### src/rtl/csw_pkg.sv
package csw_pkg;
    localparam int CSW_ADDR_W  = 24;
    localparam int CSW_BASE_W  = 8;
    localparam int CSW_WAIT_W  = 3;
    localparam int CSW_AREAS   = 4;
    localparam int CSW_DATA_W  = 8;

    // control byte layout
    localparam int CTL_EN_BIT   = 7;
    localparam int CTL_WIDE_BIT = 3;

    // register groups (top two bits of the register address)
    localparam logic [1:0] GRP_BASE = 2'd0;
    localparam logic [1:0] GRP_MASK = 2'd1;
    localparam logic [1:0] GRP_CTRL = 2'd2;
    localparam logic [1:0] GRP_DFLT = 2'd3;

    typedef struct packed {
        logic                  en;
        logic                  wide;
        logic [CSW_WAIT_W-1:0] wt;
    } area_cfg_t;
endpackage

### src/rtl/csw_regfile.sv
module csw_regfile
    import csw_pkg::*;
#(
    parameter int NUM_AREAS = CSW_AREAS,
    parameter int BASE_W    = CSW_BASE_W,
    parameter int DATA_W    = CSW_DATA_W,
    parameter int IDX_W     = $clog2(NUM_AREAS),
    parameter int REG_AW    = 2 + IDX_W
) (
    input  logic                              clk,
    input  logic                              rst_n,
    input  logic                              wr_en,
    input  logic [REG_AW-1:0]                 wr_addr,
    input  logic [DATA_W-1:0]                 wr_data,
    output logic [NUM_AREAS-1:0][BASE_W-1:0]  base_o,
    output logic [NUM_AREAS-1:0][BASE_W-1:0]  mask_o,
    output area_cfg_t [NUM_AREAS-1:0]         area_cfg_o,
    output area_cfg_t                         dflt_cfg_o
);
    typedef struct packed {
        logic [NUM_AREAS-1:0][BASE_W-1:0] base;
        logic [NUM_AREAS-1:0][BASE_W-1:0] mask;
        area_cfg_t [NUM_AREAS-1:0]        cfg;
        area_cfg_t                        dflt;
    } regs_t;

    regs_t regs_d, regs_q;

    logic [1:0]       grp;
    logic [IDX_W-1:0] idx;
    area_cfg_t        wr_cfg;

    assign grp = wr_addr[REG_AW-1 -: 2];
    assign idx = wr_addr[IDX_W-1:0];

    always_comb begin
        wr_cfg.en   = wr_data[CTL_EN_BIT];
        wr_cfg.wide = wr_data[CTL_WIDE_BIT];
        wr_cfg.wt   = wr_data[CSW_WAIT_W-1:0];
    end

    always_comb begin
        regs_d = regs_q;
        if (wr_en) begin
            unique case (grp)
                GRP_BASE: regs_d.base[idx] = wr_data[BASE_W-1:0];
                GRP_MASK: regs_d.mask[idx] = wr_data[BASE_W-1:0];
                GRP_CTRL: regs_d.cfg[idx]  = wr_cfg;
                GRP_DFLT: begin
                    if (idx == '0) begin
                        regs_d.dflt      = wr_cfg;
                        regs_d.dflt.en   = 1'b1;
                    end
                end
                default: ;
            endcase
        end
    end

    always_ff @(posedge clk or negedge rst_n) begin
        if (!rst_n) begin
            regs_q.base <= '0;
            regs_q.mask <= '0;
            regs_q.cfg  <= '0;
            regs_q.dflt <= '{en: 1'b1, wide: 1'b1, wt: '1};
        end else begin
            regs_q <= regs_d;
        end
    end

    assign base_o     = regs_q.base;
    assign mask_o     = regs_q.mask;
    assign area_cfg_o = regs_q.cfg;
    assign dflt_cfg_o = regs_q.dflt;

    AST_CTRL_WRITE: assert property (@(posedge clk) disable iff (!rst_n)
        (wr_en && grp == GRP_CTRL) |=>
            (regs_q.cfg[$past(idx)].en == $past(wr_data[CTL_EN_BIT]))
         && (regs_q.cfg[$past(idx)].wt == $past(wr_data[CSW_WAIT_W-1:0])));

    AST_SPARE_ADDR: assert property (@(posedge clk) disable iff (!rst_n)
        (wr_en && grp == GRP_DFLT && idx != '0) |=> $stable(regs_q));
endmodule

### src/rtl/csw_area_match.sv
module csw_area_match
    import csw_pkg::*;
#(
    parameter int NUM_AREAS = CSW_AREAS,
    parameter int BASE_W    = CSW_BASE_W
) (
    input  logic [BASE_W-1:0]                 addr_hi,
    input  logic [NUM_AREAS-1:0][BASE_W-1:0]  base_i,
    input  logic [NUM_AREAS-1:0][BASE_W-1:0]  mask_i,
    input  area_cfg_t [NUM_AREAS-1:0]         area_cfg_i,
    input  area_cfg_t                         dflt_cfg_i,
    output logic [NUM_AREAS-1:0]              sel_o,
    output area_cfg_t                         sel_cfg_o
);
    logic [NUM_AREAS-1:0] hit;

    for (genvar g = 0; g < NUM_AREAS; g++) begin : g_cmp
        assign hit[g] = area_cfg_i[g].en
                     && (((addr_hi ^ base_i[g]) & ~mask_i[g]) == '0);
    end

    // fixed priority: lowest index wins
    always_comb begin
        sel_o     = '0;
        sel_cfg_o = dflt_cfg_i;
        for (int i = NUM_AREAS - 1; i >= 0; i--) begin
            if (hit[i]) begin
                sel_o     = '0;
                sel_o[i]  = 1'b1;
                sel_cfg_o = area_cfg_i[i];
            end
        end
    end
endmodule

### src/rtl/csw_wait_seq.sv
module csw_wait_seq
    import csw_pkg::*;
#(
    parameter int NUM_AREAS = CSW_AREAS,
    parameter int WAIT_W    = CSW_WAIT_W
) (
    input  logic                 clk,
    input  logic                 rst_n,
    input  logic                 start_i,
    input  logic [NUM_AREAS-1:0] sel_i,
    input  area_cfg_t            sel_cfg_i,
    output logic [NUM_AREAS-1:0] cs_n_o,
    output logic                 wide_o,
    output logic                 ready_o
);
    typedef struct packed {
        logic                 busy;
        logic [WAIT_W-1:0]    cnt;
        logic [NUM_AREAS-1:0] sel;
        logic                 wide;
    } seq_t;

    seq_t seq_d, seq_q;
    logic last_cyc;
    logic accept;

    assign last_cyc = seq_q.busy && (seq_q.cnt == '0);
    assign accept   = start_i && (!seq_q.busy || last_cyc);

    always_comb begin
        seq_d = seq_q;
        if (seq_q.busy && seq_q.cnt != '0) begin
            seq_d.cnt = seq_q.cnt - 1'b1;
        end else if (seq_q.busy) begin
            seq_d.busy = 1'b0;
            seq_d.sel  = '0;
            seq_d.wide = 1'b0;
        end
        if (accept) begin
            seq_d.busy = 1'b1;
            seq_d.cnt  = sel_cfg_i.wt;
            seq_d.sel  = sel_i;
            seq_d.wide = sel_cfg_i.wide;
        end
    end

    always_ff @(posedge clk or negedge rst_n) begin
        if (!rst_n) begin
            seq_q <= '0;
        end else begin
            seq_q <= seq_d;
        end
    end

    assign cs_n_o  = ~seq_q.sel;
    assign wide_o  = seq_q.wide;
    assign ready_o = last_cyc;

    AST_ONE_CS: assert property (@(posedge clk) disable iff (!rst_n)
        $onehot0(~cs_n_o));

    AST_HOLD_IN_WAIT: assert property (@(posedge clk) disable iff (!rst_n)
        (seq_q.busy && !ready_o) |=> ($stable(cs_n_o) && $stable(wide_o) && seq_q.busy));

    AST_COUNT_DOWN: assert property (@(posedge clk) disable iff (!rst_n)
        (seq_q.busy && !ready_o) |=> (seq_q.cnt == WAIT_W'($past(seq_q.cnt) - 1'b1)));

    AST_RELEASE: assert property (@(posedge clk) disable iff (!rst_n)
        (ready_o && !start_i) |=> (!ready_o && cs_n_o == '1 && !seq_q.busy));

    AST_LOAD: assert property (@(posedge clk) disable iff (!rst_n)
        (start_i && (!seq_q.busy || ready_o)) |=> (seq_q.busy && seq_q.cnt == $past(sel_cfg_i.wt)));

    AST_STRAY_START: assert property (@(posedge clk) disable iff (!rst_n)
        (start_i && seq_q.busy && !ready_o) |=> $stable(cs_n_o));
endmodule

### src/rtl/cs_wait_decoder.sv
module cs_wait_decoder
    import csw_pkg::*;
#(
    parameter int NUM_AREAS = CSW_AREAS,
    parameter int ADDR_W    = CSW_ADDR_W,
    parameter int BASE_W    = CSW_BASE_W,
    parameter int DATA_W    = CSW_DATA_W,
    parameter int REG_AW    = 2 + $clog2(NUM_AREAS)
) (
    input  logic                 clk,
    input  logic                 rst_n,
    input  logic                 cfg_wr_en,
    input  logic [REG_AW-1:0]    cfg_wr_addr,
    input  logic [DATA_W-1:0]    cfg_wr_data,
    input  logic                 bus_start,
    input  logic [ADDR_W-1:0]    bus_addr,
    output logic [NUM_AREAS-1:0] cs_n,
    output logic                 bus_is_16,
    output logic                 bus_ready
);
    localparam int IDX_W = $clog2(NUM_AREAS);

    logic [NUM_AREAS-1:0][BASE_W-1:0] base_w;
    logic [NUM_AREAS-1:0][BASE_W-1:0] mask_w;
    area_cfg_t [NUM_AREAS-1:0]        area_cfg_w;
    area_cfg_t                        dflt_cfg_w;
    logic [NUM_AREAS-1:0]             sel_w;
    area_cfg_t                        sel_cfg_w;

    csw_regfile #(
        .NUM_AREAS (NUM_AREAS),
        .BASE_W    (BASE_W),
        .DATA_W    (DATA_W),
        .IDX_W     (IDX_W),
        .REG_AW    (REG_AW)
    ) u_regs (
        .clk        (clk),
        .rst_n      (rst_n),
        .wr_en      (cfg_wr_en),
        .wr_addr    (cfg_wr_addr),
        .wr_data    (cfg_wr_data),
        .base_o     (base_w),
        .mask_o     (mask_w),
        .area_cfg_o (area_cfg_w),
        .dflt_cfg_o (dflt_cfg_w)
    );

    csw_area_match #(
        .NUM_AREAS (NUM_AREAS),
        .BASE_W    (BASE_W)
    ) u_match (
        .addr_hi    (bus_addr[ADDR_W-1 -: BASE_W]),
        .base_i     (base_w),
        .mask_i     (mask_w),
        .area_cfg_i (area_cfg_w),
        .dflt_cfg_i (dflt_cfg_w),
        .sel_o      (sel_w),
        .sel_cfg_o  (sel_cfg_w)
    );

    csw_wait_seq #(
        .NUM_AREAS (NUM_AREAS),
        .WAIT_W    (CSW_WAIT_W)
    ) u_seq (
        .clk       (clk),
        .rst_n     (rst_n),
        .start_i   (bus_start),
        .sel_i     (sel_w),
        .sel_cfg_i (sel_cfg_w),
        .cs_n_o    (cs_n),
        .wide_o    (bus_is_16),
        .ready_o   (bus_ready)
    );

    AST_DISABLED_QUIET: assert property (@(posedge clk) disable iff (!rst_n)
        (bus_start && area_cfg_w[0].en == 1'b0 && cs_n[0] == 1'b1 && !bus_ready && cs_n == '1)
            |=> cs_n[0]);
endmodule

### config.mk
export PLATFORM = sky130hd
export DESIGN_NAME = cs_wait_decoder
export DESIGN_NICKNAME = d
export VERILOG_FILES = /design/src/rtl/csw_pkg.sv /design/src/rtl/csw_regfile.sv /design/src/rtl/csw_area_match.sv /design/src/rtl/csw_wait_seq.sv /design/src/rtl/cs_wait_decoder.sv
export SDC_FILE = /design/constraint.sdc
export NUM_CORES = 1
export LEC_CHECK = 0
export ABC_AREA = 1
export BUFFER_PORTS_ARGS = -buffer_cell sky130_fd_sc_hd__clkbuf_2
export CAP_MARGIN = 0
export CORE_ASPECT_RATIO = 1.25
export CORE_MARGIN = 2
export CORE_UTILIZATION = 50
export CTS_CLUSTER_DIAMETER = 40
export DETAILED_ROUTE_END_ITERATION = 10
export PLACE_DENSITY = 0.7
export SLEW_MARGIN = 20
export SYNTH_ARGS = -nofsm -noshare
export SYNTH_HDL_FRONTEND = slang
export SYNTH_SLANG_ARGS = --single-unit
### constraint.sdc
create_clock -name clk -period 1.6 [get_ports clk]
set_clock_uncertainty 0.05 [all_clocks]
set_input_delay 0.08 -clock clk [delete_from_list [all_inputs] [get_ports clk]]
set_output_delay 0.08 -clock clk [all_outputs]
set_load 0.005 [all_outputs]
Word-level counts from Yosys, hierarchy flattened. Index checks and enable logic that the tools add are counted.

Eq/ne operators: 4. $add $sub $neg: 1. Bitwise gates (word level): 13. Reductions and logical operators: 25. Multiplexer cells: 20. $lt $le $gt $ge: 2.

Operators with widths (number): $bwmux 32 (2); $and 8x8->8 (4); $logic_not 8->1 (4); $mux 4 (8); $not 8->8 (4); $xor 8x8->8 (4); $bwmux 20 (1); $demux 8 s2 (1); $mux 5 (3); $demux 5 s2 (1); $mux 9 (1); $logic_and 1x1->1 (8); $mux 8 (1); $reduce_and 2->1 (4); $eq 2x2->1 const B (2); $logic_not 2->1 (2); $not 4->4 (1); $reduce_bool 2->1 (2); $logic_not 3->1 (1); $lt 2x3->1 const B (1); $mux 3 (1); $reduce_and 3->1 (1); $reduce_bool 3->1 (1); $sub 3x1->3 const B (1); 6 further kinds (6).

Flip-flop bits (word level): 97. Output and inout port bits: 6.

Depth between registers and ports, before layout. Gate-level depths: netlist of the first run.

Depth after elaboration: 9. Mapped depth: 14. Depth with buffers taken out: 13.

Modules after synthesis. From an unflattened synthesis of the first run, not the netlist that was laid out.

Cells, all modules: 709. Area, all modules: 5250.0 um^2.

By module, submodules not included: csw_regfile (cells each 431, instances 1, seq. area each 2207.1 um^2, area an instance 3724.8 um^2); csw_area_match (cells each 220, instances 1, seq. area each 0.0 um^2, area an instance 1052.3 um^2); csw_wait_seq (cells each 58, instances 1, seq. area each 225.2 um^2, area an instance 473.0 um^2).

Least setup slack after synthesis of the first run. No wires, ideal clock.

Path type: reg2reg. From: register u_regs.regs_q[86] (netlist: u_regs.base_o[29]). To: register u_seq.seq_q[5] (netlist bit). Arrival: 1.289 ns. Setup slack: 0.140 ns. Period minus slack after synthesis: 1.460 ns. Cell stages (with the launch flop): 11. Setup time: 0.120 ns. Required time: 1.430 ns. Cell sequence: dfrtp_1 -> or2_0 -> nand2_1 -> nand2_1 -> nor2_2 -> nand3_2 -> or2_0 -> o21ai_0 -> o21ai_1 -> nand2_1 -> nand2_1.

Word-level cells in the longest chain between the ends: 9.

RTL lines: from (decl) (line csw_regfile.sv:27) `regs_t regs_d, regs_q;`; from (signal assigned) (line csw_regfile.sv:67) `regs_q <= regs_d;`; $xor 8x8->8 (line csw_area_match.sv:19) `&& (((addr_hi ^ base_i[g]) & ~mask_i[g]) == '0);`; $and 8x8->8 (line csw_area_match.sv:19); $logic_not 8->1 (line csw_area_match.sv:19); $logic_and 1x1->1 (line csw_area_match.sv:19); $mux 4 (4 in series) (line csw_area_match.sv:27) `if (hit[i]) begin`; $mux 9 (line csw_wait_seq.sv:39) `if (accept) begin`; to (signal assigned) (line csw_wait_seq.sv:51) `seq_q <= seq_d;`; to (decl) (line csw_wait_seq.sv:23) `seq_t seq_d, seq_q;`.

Every way passes these cells. A chain may end at the register's enable or synchronous reset.

Worst setup path after layout of the first run.
From: register u_regs.regs_q[86] (netlist: u_regs.base_o[29]). To: register u_seq.seq_q (netlist bit u_seq.wide_o).

Same word-level chain as after synthesis.

==> qor.yml, run 1 <==
routabilityCongestion: 0.844
final_cell_mix: "nand2_1 (180), o21ai_0 (95), dfrtp_1 (93), inv_1 (50), nor2_1 (43)"
layout_commonest_cell: "nand2_1"
clkLatencyLatePin_ns: 0.38
wl_per_cell_um: 14.1
cts.clk_slew.worst_paths_ns: 0.10
rsz0062_at_grt: "true"
ios: 46
violations: "setup timing"
die_area_um2: 9780
power.density_nw_per_um2: 1240
slowest_stage: "dfrtp_1"
slew_violations: 0
min_period_ns: 1.69
start_util_pct: 51.7
synth_area_per_cell_um2: 8.02
cts_made_buffers: 9
yosys_most_used_dff: "dfrtp_1"
clock-sinks: 97
required_ns: 1.83
cts_tree: "done"
status: "complete, but fails checks"
crit_type: "flop to flop"
drtIter0Drc: 286
via_per_inst: 5.10
finalSetupViolCount: 3
syn_nets: 603
ir_drop_mv: 0.686
clock_path_buffers: 2
finalHoldViolCount: 0
place_inst: 706
hold_path_class: "primary input to flop"
cts-root-buf: "clkbuf_8"
tns_ns: -0.170
drive_gt1_share_pct: 15.6
layout.nets: 645
startpoint_type: "flop"
synthCells: 561
async_flop_share_pct: 100
r2r_slack_ns: -0.09
cts_htree_levels: 3
areaGrowthSynthToFinish_pct: 13.6
die_h_um: 110
maxCapViolCount: 0
period_share_pct: 105
p_leak_uw: 0.00256
crit_fanout: 5
final_antenna_net_count: 0
grt_max_degree: 39
wl_um: 10300
grt_remaining_overflow: 0
hpwl_um: 7360
grt_pass1_vias: 3347
first_pass_iters: 5
dpl-instance-area_um2: 4830
yosys_register_bits: 97
grt_pass1_wl_um: 16600
die_x_um: 88.9
slowest_delay_ns: 0.39
core_area_um2: 8700
synth_edf_count: 0
ys_types: 33
end_kind: "flop"
crit_path_frequent_cell: "nand2_1"
rows: 38
antenna_cells: 0
fin_hold_ws_ns: 0.0136
drc: 0
track_usage_pct: 22.9
worst_pin_slew_ns: 0.537
design_area_um2: 5110
yosys_warnings: 0
finalWorstSetupSlack_ns: -0.0855
yosysSeqAreaShare_pct: 54.0
relSlewSlack_pct: 64.1
crit_chain: "or2_0, nand2_1, nand2_1, nor2_2, nand3_2, or2_0, o21ai_1, o21ai_1, nand2_1, nand2_1"
crit_arrival_ns: 1.91
max_freq_mhz: 593
vias: 3712
io_buffers: 29
finalNonFillerCells: 728
netlist_area_um2: 4500
antenna_found_initial: 0
[flip-flops by register name (all words and copies together) (netlist names)]
name / cells
u_regs.mask_o: 32
u_seq.wide_o: 1
u_regs.area_cfg_o: 20
u_regs.dflt_cfg_o: 4
u_regs.base_o: 32
u_seq.seq_q: 8
[kinds of logic (layout without fill, tap and decap cells)]
| group | count (synthesis) | count (layout) | share of synthesized area [%] |
|---|---|---|---|
| buffers and inverters | 76 | 123 | 6.67 |
| flip-flops | 97 | 97 | 54.0 |
| XOR/XNOR | 3 | 3 | 0.584 |
| AND/OR/NAND/NOR | 265 | 265 | 24.7 |
| adder cells (fa/ha/maj) | 2 | 2 | 0.556 |
| AO/OA/AOI/OAI | 118 | 118 | 13.5 |
[final timing paths]
check,start,to,depth (start not counted)
worst max register to register,u_regs.base_o[29]$_DFFE_PN0P_,u_seq.wide_o$_DFFE_PN0P_,10
max in group asynchronous,rst_n,u_regs.mask_o[3]$_DFFE_PN0P_,3
worst min register to register,u_regs.mask_o[19]$_DFFE_PN0P_,u_regs.mask_o[19]$_DFFE_PN0P_,2
min in group asynchronous,rst_n,u_regs.area_cfg_o[11]$_DFFE_PN0P_,2
worst min-delay path,cfg_wr_data[4],u_regs.mask_o[28]$_DFFE_PN0P_,3
worst max-delay path,u_regs.base_o[29]$_DFFE_PN0P_,u_seq.wide_o$_DFFE_PN0P_,10
[per-layer routing]
| layer | up-vias | share of wire, % | track usage, % |
|---|---|---|---|
| li1 | 1861 | - | - |
| met1 | 1749 | 43 | 29.6 |
| met2 | 90 | 50 | 38.9 |
| met3 | 12 | 4.8 | 4.17 |
| met4 | 0 | 1.6 | 7.25 |
| met5 | - | 0 | 0 |
[synth_stat cells (2+ instances only)]
cell type / count / area share (%)
o21ai_0: 98 / 11
ha_1: 2 / 0.56
nand3b_1: 8 / 1.3
buf_4: 3 / 0.50
o22ai_1: 3 / 0.42
nand3_1: 8 / 0.89
nor2_1: 49 / 4.1
clkbuf_1: 13 / 1.1
dfrtp_1: 93 / 52
inv_2: 4 / 0.33
nand2_1: 181 / 15
o21ai_1: 4 / 0.44
xnor2_1: 3 / 0.58
dfstp_2: 4 / 2.3
nand4_1: 2 / 0.28
or2_0: 4 / 0.56
a21oi_1: 9 / 1.0
clkinv_1: 2 / 0.17
nor2_2: 4 / 0.56
inv_1: 52 / 4.3
nand3_2: 2 / 0.44
nor3_1: 2 / 0.22
[power by group]
| part | internal (µW) | switching (µW) | total, µW | leakage (µW) |
|---|---|---|---|---|
| combinational | 647 | 906 | 1550 | 0.00126 |
| clock | 578 | 906 | 1480 | 0.0000827 |
| sequential | 2980 | 310 | 3290 | 0.00122 |
[worst max-delay path, delay by kind of cell (launching register included)]
kind            cells  cell delay [ns]
flops               1             0.39
simple gates        8             0.97
compound gates      2             0.19
[stage by stage]
step | power, µW | utilization, % | setup WS, ns
final | 6330 | 58.8 | -0.0855
after detailed placement | 4820 | 55.6 | -0.0643
after global routing | 6780 | 58.8 | -0.193
after CTS | 6300 | 58.1 | -0.0690
after global placement | 4720 | 55.6 | -0.0181
after floorplan | 4310 | - | 0.140
[what timing repair did]
action                     in CTS  in global routing
resized for setup               5                 15
hold endpoints to repair       98                  0
hold buffers                    2                  0
setup endpoints to repair       5                  8
pin swaps                       2                  4
buffers inserted                2                  2
[cell type report]
| class | instances | area [µm²] |
|---|---|---|
| sequential | 97 | 2430 |
| clock buffer | 9 | 124 |
| tap | 120 | 150 |
| multi-input combinational | 388 | 1820 |
| clock inverter | 7 | 53.8 |
| timing repair buffer | 48 | 312 |
| inverter | 59 | 224 |
| fill | 802 | 3590 |
No activity file was read; power rests on OpenSTA's default activity.
==> run 2: changes to the inputs <==
--- a/config.mk
+++ b/config.mk
@@ -13,6 +13,7 @@
 export CORE_UTILIZATION = 50
 export CTS_CLUSTER_DIAMETER = 40
 export DETAILED_ROUTE_END_ITERATION = 10
+export GPL_TIMING_DRIVEN = 0
 export PLACE_DENSITY = 0.7
 export SLEW_MARGIN = 20
 export SYNTH_ARGS = -nofsm -noshare
==> qor.yml, run 2 (synthesis gave the netlist of run 1 again) <==
die_area_um2: 9780  # unchanged
startpoint_type: "flop"  # unchanged
ios: 46  # unchanged
start_util_pct: 51.7  # unchanged
fin_util_pct: 59.6  # was 58.8%
hold_path_class: "primary input to flop"  # unchanged
grt_pass1_vias: 3688  # was 3347
cts_made_buffers: 9  # unchanged
min_period_ns: 1.68  # was 1.69 ns
drive_gt1_share_pct: 13.5  # was 15.6%
grt_max_degree: 87  # was 39
crit_path_frequent_cell: "nand2_1"  # unchanged
cts-root-buf: "clkbuf_8"  # unchanged
drc: 0  # unchanged
slew_violations: 0  # unchanged
switchingPower_uw: 2040  # was 2120 µW
power.density_nw_per_um2: 1250  # was 1240 nW/µm²
max_freq_mhz: 595  # was 593 MHz
grt_pass1_wl_um: 17700  # was 16600 µm
cts_tree: "done"  # unchanged
r2r_cells: 10  # unchanged
ir_drop_mv: 0.818  # was 0.686 mV
netSwitchingFraction_pct: 31.6  # was 33.5%
antenna_cells: 0  # unchanged
via_per_inst: 5.15  # was 5.10
areaGrowthSynthToFinish_pct: 15.3  # was 13.6%
core_area_um2: 8700  # unchanged
rsz0062_at_grt: "true"  # unchanged
die_x_um: 88.9  # unchanged
vias: 3773  # was 3712
slowest_stage: "dfrtp_1"  # unchanged
crit_arrival_ns: 1.89  # was 1.91 ns
clock-sinks: 97  # unchanged
crit_type: "flop to flop"  # unchanged
crit_fanout: 5  # unchanged
period_share_pct: 105  # about the same
finalSetupViolCount: 4  # was 3
rows: 38  # unchanged
final_cell_mix: "nand2_1 (177), o21ai_0 (95), dfrtp_1 (93), inv_1 (51), nor2_1 (45)"  # was nand2_1 (180), o21ai_0 (95), dfrtp_1 (93), inv_1 (50), nor2_1 (43)
layout.nets: 651  # was 645
end_kind: "flop"  # unchanged
wl_per_cell_um: 14.3  # was 14.1 µm
finalWorstSetupSlack_ns: -0.0816  # was -0.0855 ns
drtIter0Drc: 242  # was 286
finalNonFillerCells: 733  # was 728
clkLatencyLatePin_ns: 0.37  # was 0.38 ns
clock_power_share_pct: 25.0  # was 23.4%
antenna_found_initial: 0  # unchanged
relSlewSlack_pct: 60.5  # was 64.1%
hold_depth: 3  # unchanged
grt_remaining_overflow: 0  # unchanged
internal_power_uw: 4430  # was 4210 µW
routabilityCongestion: 0.856  # was 0.844
violations: "setup timing"  # unchanged
maxCapViolCount: 0  # unchanged
required_ns: 1.81  # was 1.83 ns
fin_hold_ws_ns: 0.0148  # was 0.0136 ns
clock_path_buffers: 2  # unchanged
layout_commonest_cell: "nand2_1"  # unchanged
final_antenna_net_count: 0  # unchanged
io_buffers: 25  # was 29
die_h_um: 110  # unchanged
place_inst: 707  # was 706
first_pass_iters: 5  # unchanged
crit_chain: "or2_0, nand2_1, nand2_2, nor2_4, nand3_4, or2_0, o21ai_1, o21ai_1, nand2_1, nand2_1"  # was or2_0, nand2_1, nand2_1, nor2_2, nand3_2, or2_0, o21ai_1, o21ai_1, nand2_1, nand2_1
cts.clk_slew.worst_paths_ns: 0.09  # was 0.10 ns
hpwl_um: 7310  # was 7360 µm
track_usage_pct: 24.1  # was 22.9%
p_comb_share_pct: 24.2  # was 24.5%
wl_um: 10500  # was 10300 µm
p_leak_uw: 0.00257  # was 0.00256 µW
worst_pin_slew_ns: 0.587  # was 0.537 ns
slowest_delay_ns: 0.39  # about the same
finalHoldViolCount: 0  # unchanged
status: "complete, but fails checks"  # unchanged
seq_power_share_pct: 50.8  # was 52.0%
cts_htree_levels: 3  # unchanged
==> run 2: changes by cell type in the layout (fill, tap and decap cells not counted), moves of 2 or more <==
cell	delta
clkbuf_1	+15
buf_4	-9
clkbuf_2	-4
dlygate4sd3_1	+4
clkbuf_8	+3
inv_6	-3
nand2_1	-3
nor2_2	-3
clkinvlp_4	-2
nand2_2	+2
nand3_1	-2
nand3_2	+2
nor2_1	+2
==> run 2: metrics by stage <==
stage | TNS, ns | setup slack (ns) | cell area, µm² | power [µW]
5_1_grt | -0.614 | -0.144 | 5190 | 6940
3_5_place_dp | -0.305 | -0.118 | 4810 | 4760
2_1_floorplan | 0 | 0.140 | 4500 | 4310
4_1_cts | -0.249 | -0.107 | 5120 | 6430
6_report | -0.140 | -0.0816 | 5190 | 6480
3_3_place_gp | -76.54 | -0.817 | 4780 | 4660
==> run 2: critical path: cells and delay by family (launching register included) <==
| family | cells | cell delay (ns) |
|---|---|---|
| compound gates | 2 | 0.21 |
| simple gates | 8 | 0.92 |
| flops | 1 | 0.39 |
==> run 2: timing repair <==
action	CTS	global route
setup endpoints to repair	5	9
setup buffers	3	2
endpoints found under the hold margin	103	0
gates resized for setup	8	17
cloned	0	0
hold buffers	6	0
pin swaps	8	11
==> run 2: power groups by stage <==
| stage | combinational [µW] | sequential, µW | clock (µW) |
|---|---|---|---|
| 6_report | 1570 | 3290 | 1620 |
| 5_1_grt | 1830 | 3360 | 1750 |
| 4_1_cts | 1490 | 3280 | 1660 |
| 3_5_place_dp | 1440 | 3320 | 0 |
| 3_3_place_gp | 1360 | 3300 | 0 |
| 2_1_floorplan | 1060 | 3250 | 0 |
==> run 2: metal layers <==
metal	track usage [%]	wire length, µm	vias to the layer above	part of all wire (%)
met4	6.93	144	0	1.4
met3	4.99	480	11	4.6
li1	-	-	1880	-
met5	0	0	-	0
met1	31.1	4660	1788	44
met2	40.7	5220	94	50
==> run 2: cell type report <==
| class | instances | area, µm² |
|---|---|---|
| fill | 797 | 3510 |
| sequential | 97 | 2430 |
| multi-input combinational | 388 | 1850 |
| timing repair buffer | 37 | 263 |
| inverter | 59 | 224 |
| clock buffer | 13 | 159 |
| tap | 120 | 150 |
| buffer | 17 | 76.3 |
| clock inverter | 2 | 37.5 |
==> run 2: worst paths after layout <==
path	end	slack (ns)	from
min in group asynchronous	u_regs.base_o[28]$_DFFE_PN0P_	0.06	rst_n
min reg2reg	u_regs.area_cfg_o[18]$_DFFE_PN0P_	0.43	u_regs.area_cfg_o[18]$_DFFE_PN0P_
max in group asynchronous	u_seq.wide_o$_DFFE_PN0P_	0.80	rst_n
max	u_seq.seq_q[5]$_DFFE_PN0P_	-0.08	u_regs.base_o[29]$_DFFE_PN0P_
max reg2reg	u_seq.seq_q[5]$_DFFE_PN0P_	-0.08	u_regs.base_o[29]$_DFFE_PN0P_
min	u_regs.base_o[8]$_DFFE_PN0P_	0.01	cfg_wr_data[0]
==> run 3: changes to the inputs <==
==> constraint.sdc (replaced) <==
create_clock -name clk -period 1.6 [get_ports clk]
set_clock_uncertainty 0.05 [all_clocks]
set_input_delay 0.16 -clock clk [delete_from_list [all_inputs] [get_ports clk]]
set_output_delay 0.16 -clock clk [all_outputs]
set_load 0.005 [all_outputs]
==> qor.yml, run 3 (synthesis gave the netlist of run 1 again) <==
drive_gt1_share_pct: 14.3  # was 13.5%
cts.clk_slew.worst_paths_ns: 0.09  # about the same
finalSetupViolCount: 4  # unchanged
cts_tree: "done"  # unchanged
fillers: 798  # was 797
wl_um: 10500  # about the same
grt_pass1_wl_um: 17600  # was 17700 µm
die_x_um: 88.9  # unchanged
finalWorstSetupSlack_ns: -0.0759  # was -0.0816 ns
ios: 46  # unchanged
p_leak_uw: 0.00256  # was 0.00257 µW
clkLatencyLatePin_ns: 0.37  # about the same
track_usage_pct: 23.9  # was 24.1%
die_area_um2: 9780  # unchanged
antenna_cells: 0  # unchanged
crit_arrival_ns: 1.89  # about the same
status: "complete, but fails checks"  # unchanged
cts-root-buf: "clkbuf_8"  # unchanged
areaGrowthSynthToFinish_pct: 14.9  # was 15.3%
final_cell_mix: "nand2_1 (177), o21ai_0 (95), dfrtp_1 (93), inv_1 (49), nor2_1 (46)"  # was nand2_1 (177), o21ai_0 (95), dfrtp_1 (93), inv_1 (51), nor2_1 (45)
die_h_um: 110  # unchanged
multi_input_area_um2: 1870  # was 1850 µm²
routabilityCongestion: 0.856  # unchanged
worst_pin_slew_ns: 0.650  # was 0.587 ns
max_freq_mhz: 597  # was 595 MHz
finalHoldViolCount: 0  # unchanged
grt_pass1_vias: 3660  # was 3688
grt_max_degree: 87  # unchanged
finalPower_uw: 6540  # was 6480 µW
cts_made_buffers: 9  # unchanged
min_period_ns: 1.68  # about the same
start_util_pct: 51.7  # unchanged
layout.nets: 647  # was 651
vias: 3765  # was 3773
hold_path_class: "primary input to flop"  # unchanged
violations: "setup timing"  # unchanged
crit_fanout: 5  # unchanged
core_area_um2: 8700  # unchanged
crit_type: "flop to flop"  # unchanged
antenna_found_initial: 0  # unchanged
maxCapViolCount: 0  # unchanged
relSlewSlack_pct: 56.2  # was 60.5%
final_antenna_net_count: 0  # unchanged
fin_util_pct: 59.5  # was 59.6%
slowest_stage: "dfrtp_1"  # unchanged
power.density_nw_per_um2: 1260  # was 1250 nW/µm²
drtIter0Drc: 191  # was 242
crit_path_frequent_cell: "nand2_1"  # unchanged
first_pass_iters: 5  # unchanged
finalNonFillerCells: 729  # was 733
place_inst: 707  # unchanged
layout_commonest_cell: "nand2_1"  # unchanged
wl_per_cell_um: 14.4  # was 14.3 µm
hpwl_um: 7310  # unchanged
end_kind: "flop"  # unchanged
rows: 38  # unchanged
grt_remaining_overflow: 0  # unchanged
drc: 0  # unchanged
via_per_inst: 5.16  # was 5.15
ir_drop_mv: 0.816  # was 0.818 mV
slowest_delay_ns: 0.39  # about the same
io_buffers: 25  # unchanged
dpl-instance-area_um2: 4810  # unchanged
seq_area_um2: 2430  # unchanged
period_share_pct: 105  # about the same
crit_chain: "or2_0, nand2_1, nand2_2, nor2_4, nand3_4, or2_0, o21ai_1, o21ai_1, nand2_1, nand2_1"  # unchanged
clock_path_buffers: 2  # unchanged
rsz0062_at_grt: "true"  # unchanged
required_ns: 1.82  # was 1.81 ns
design_area_um2: 5170  # was 5190 µm²
cts_htree_levels: 3  # unchanged
clock-sinks: 97  # unchanged
slew_violations: 0  # unchanged
startpoint_type: "flop"  # unchanged
[run 3: cell count changes in the layout (fill, tap and decap cells not counted), sizes merged]
| cell | previous run | this run |
|---|---|---|
| buf | 10 | 11 |
| dlygate4sd3 | 6 | 1 |
[run 3: per-stage QoR]
stage / setup WS, ns / hold slack [ns] / TNS (ns)
after floorplan: 0.140 / -0.186 / 0
after global placement: -0.897 / 0.377 / -84.30
after detailed placement: -0.118 / -0.0389 / -0.305
after CTS: -0.107 / 0.000661 / -0.249
after global routing: -0.144 / 0.0321 / -0.544
final: -0.0759 / 0.0181 / -0.127
[run 3: metal layers]
metal / vias up / share of wire, % / GRT usage, %
li1: 1871 / - / -
met1: 1799 / 44 / 31.0
met3: 11 / 4.4 / 4.99
met5: - / 0 / 0
met2: 84 / 50 / 40.2
met4: 0 / 1.5 / 6.93
[run 3: report_power, final]
part	internal [µW]	switching, µW	leakage (µW)
Clock	802	819	0.0000957
Combinational	679	951	0.00124
Sequential	2980	306	0.00122
[run 3: timing repair]
action	4_1_cts	5_1_grt
pin swaps	8	13
buffers inserted	3	3
resized for setup	10	20
hold buffers	1	0
endpoints found under the hold margin	93	0
endpoints found under the setup margin	6	8
[run 3: final timing paths]
| kind | endpoint | start | slack (ns) | cells past startpoint |
|---|---|---|---|---|
| max | u_seq.seq_q[5]$_DFFE_PN0P_ | u_regs.base_o[29]$_DFFE_PN0P_ | -0.08 | 10 |
| min | u_seq.seq_q[8]$_DFFE_PN0P_ | bus_start | 0.02 | 3 |
| max reg2reg | u_seq.seq_q[5]$_DFFE_PN0P_ | u_regs.base_o[29]$_DFFE_PN0P_ | -0.08 | 10 |
| min reg2reg | u_regs.area_cfg_o[18]$_DFFE_PN0P_ | u_regs.area_cfg_o[18]$_DFFE_PN0P_ | 0.43 | 2 |
| max in group asynchronous | u_regs.base_o[1]$_DFFE_PN0P_ | rst_n | 0.72 | 3 |
| min in group asynchronous | u_regs.base_o[28]$_DFFE_PN0P_ | rst_n | 0.14 | 2 |
[run 3: critical path, delay by kind of cell (launching register included)]
family          cells  cell delay (ns)
compound gates      2             0.21
simple gates        8             0.91
flops               1             0.39
[run 3: cell type report]
cell class              instances  share of cell area (%)
clock buffers                  13                    3.07
plain buffers                  17                    1.48
multi-input cells             388                    36.2
repair buffers                 33                    4.26
flip-flops and latches         97                    47.0
well taps                     120                    2.90
inverters                      59                    4.33
clock inverters                 2                   0.726
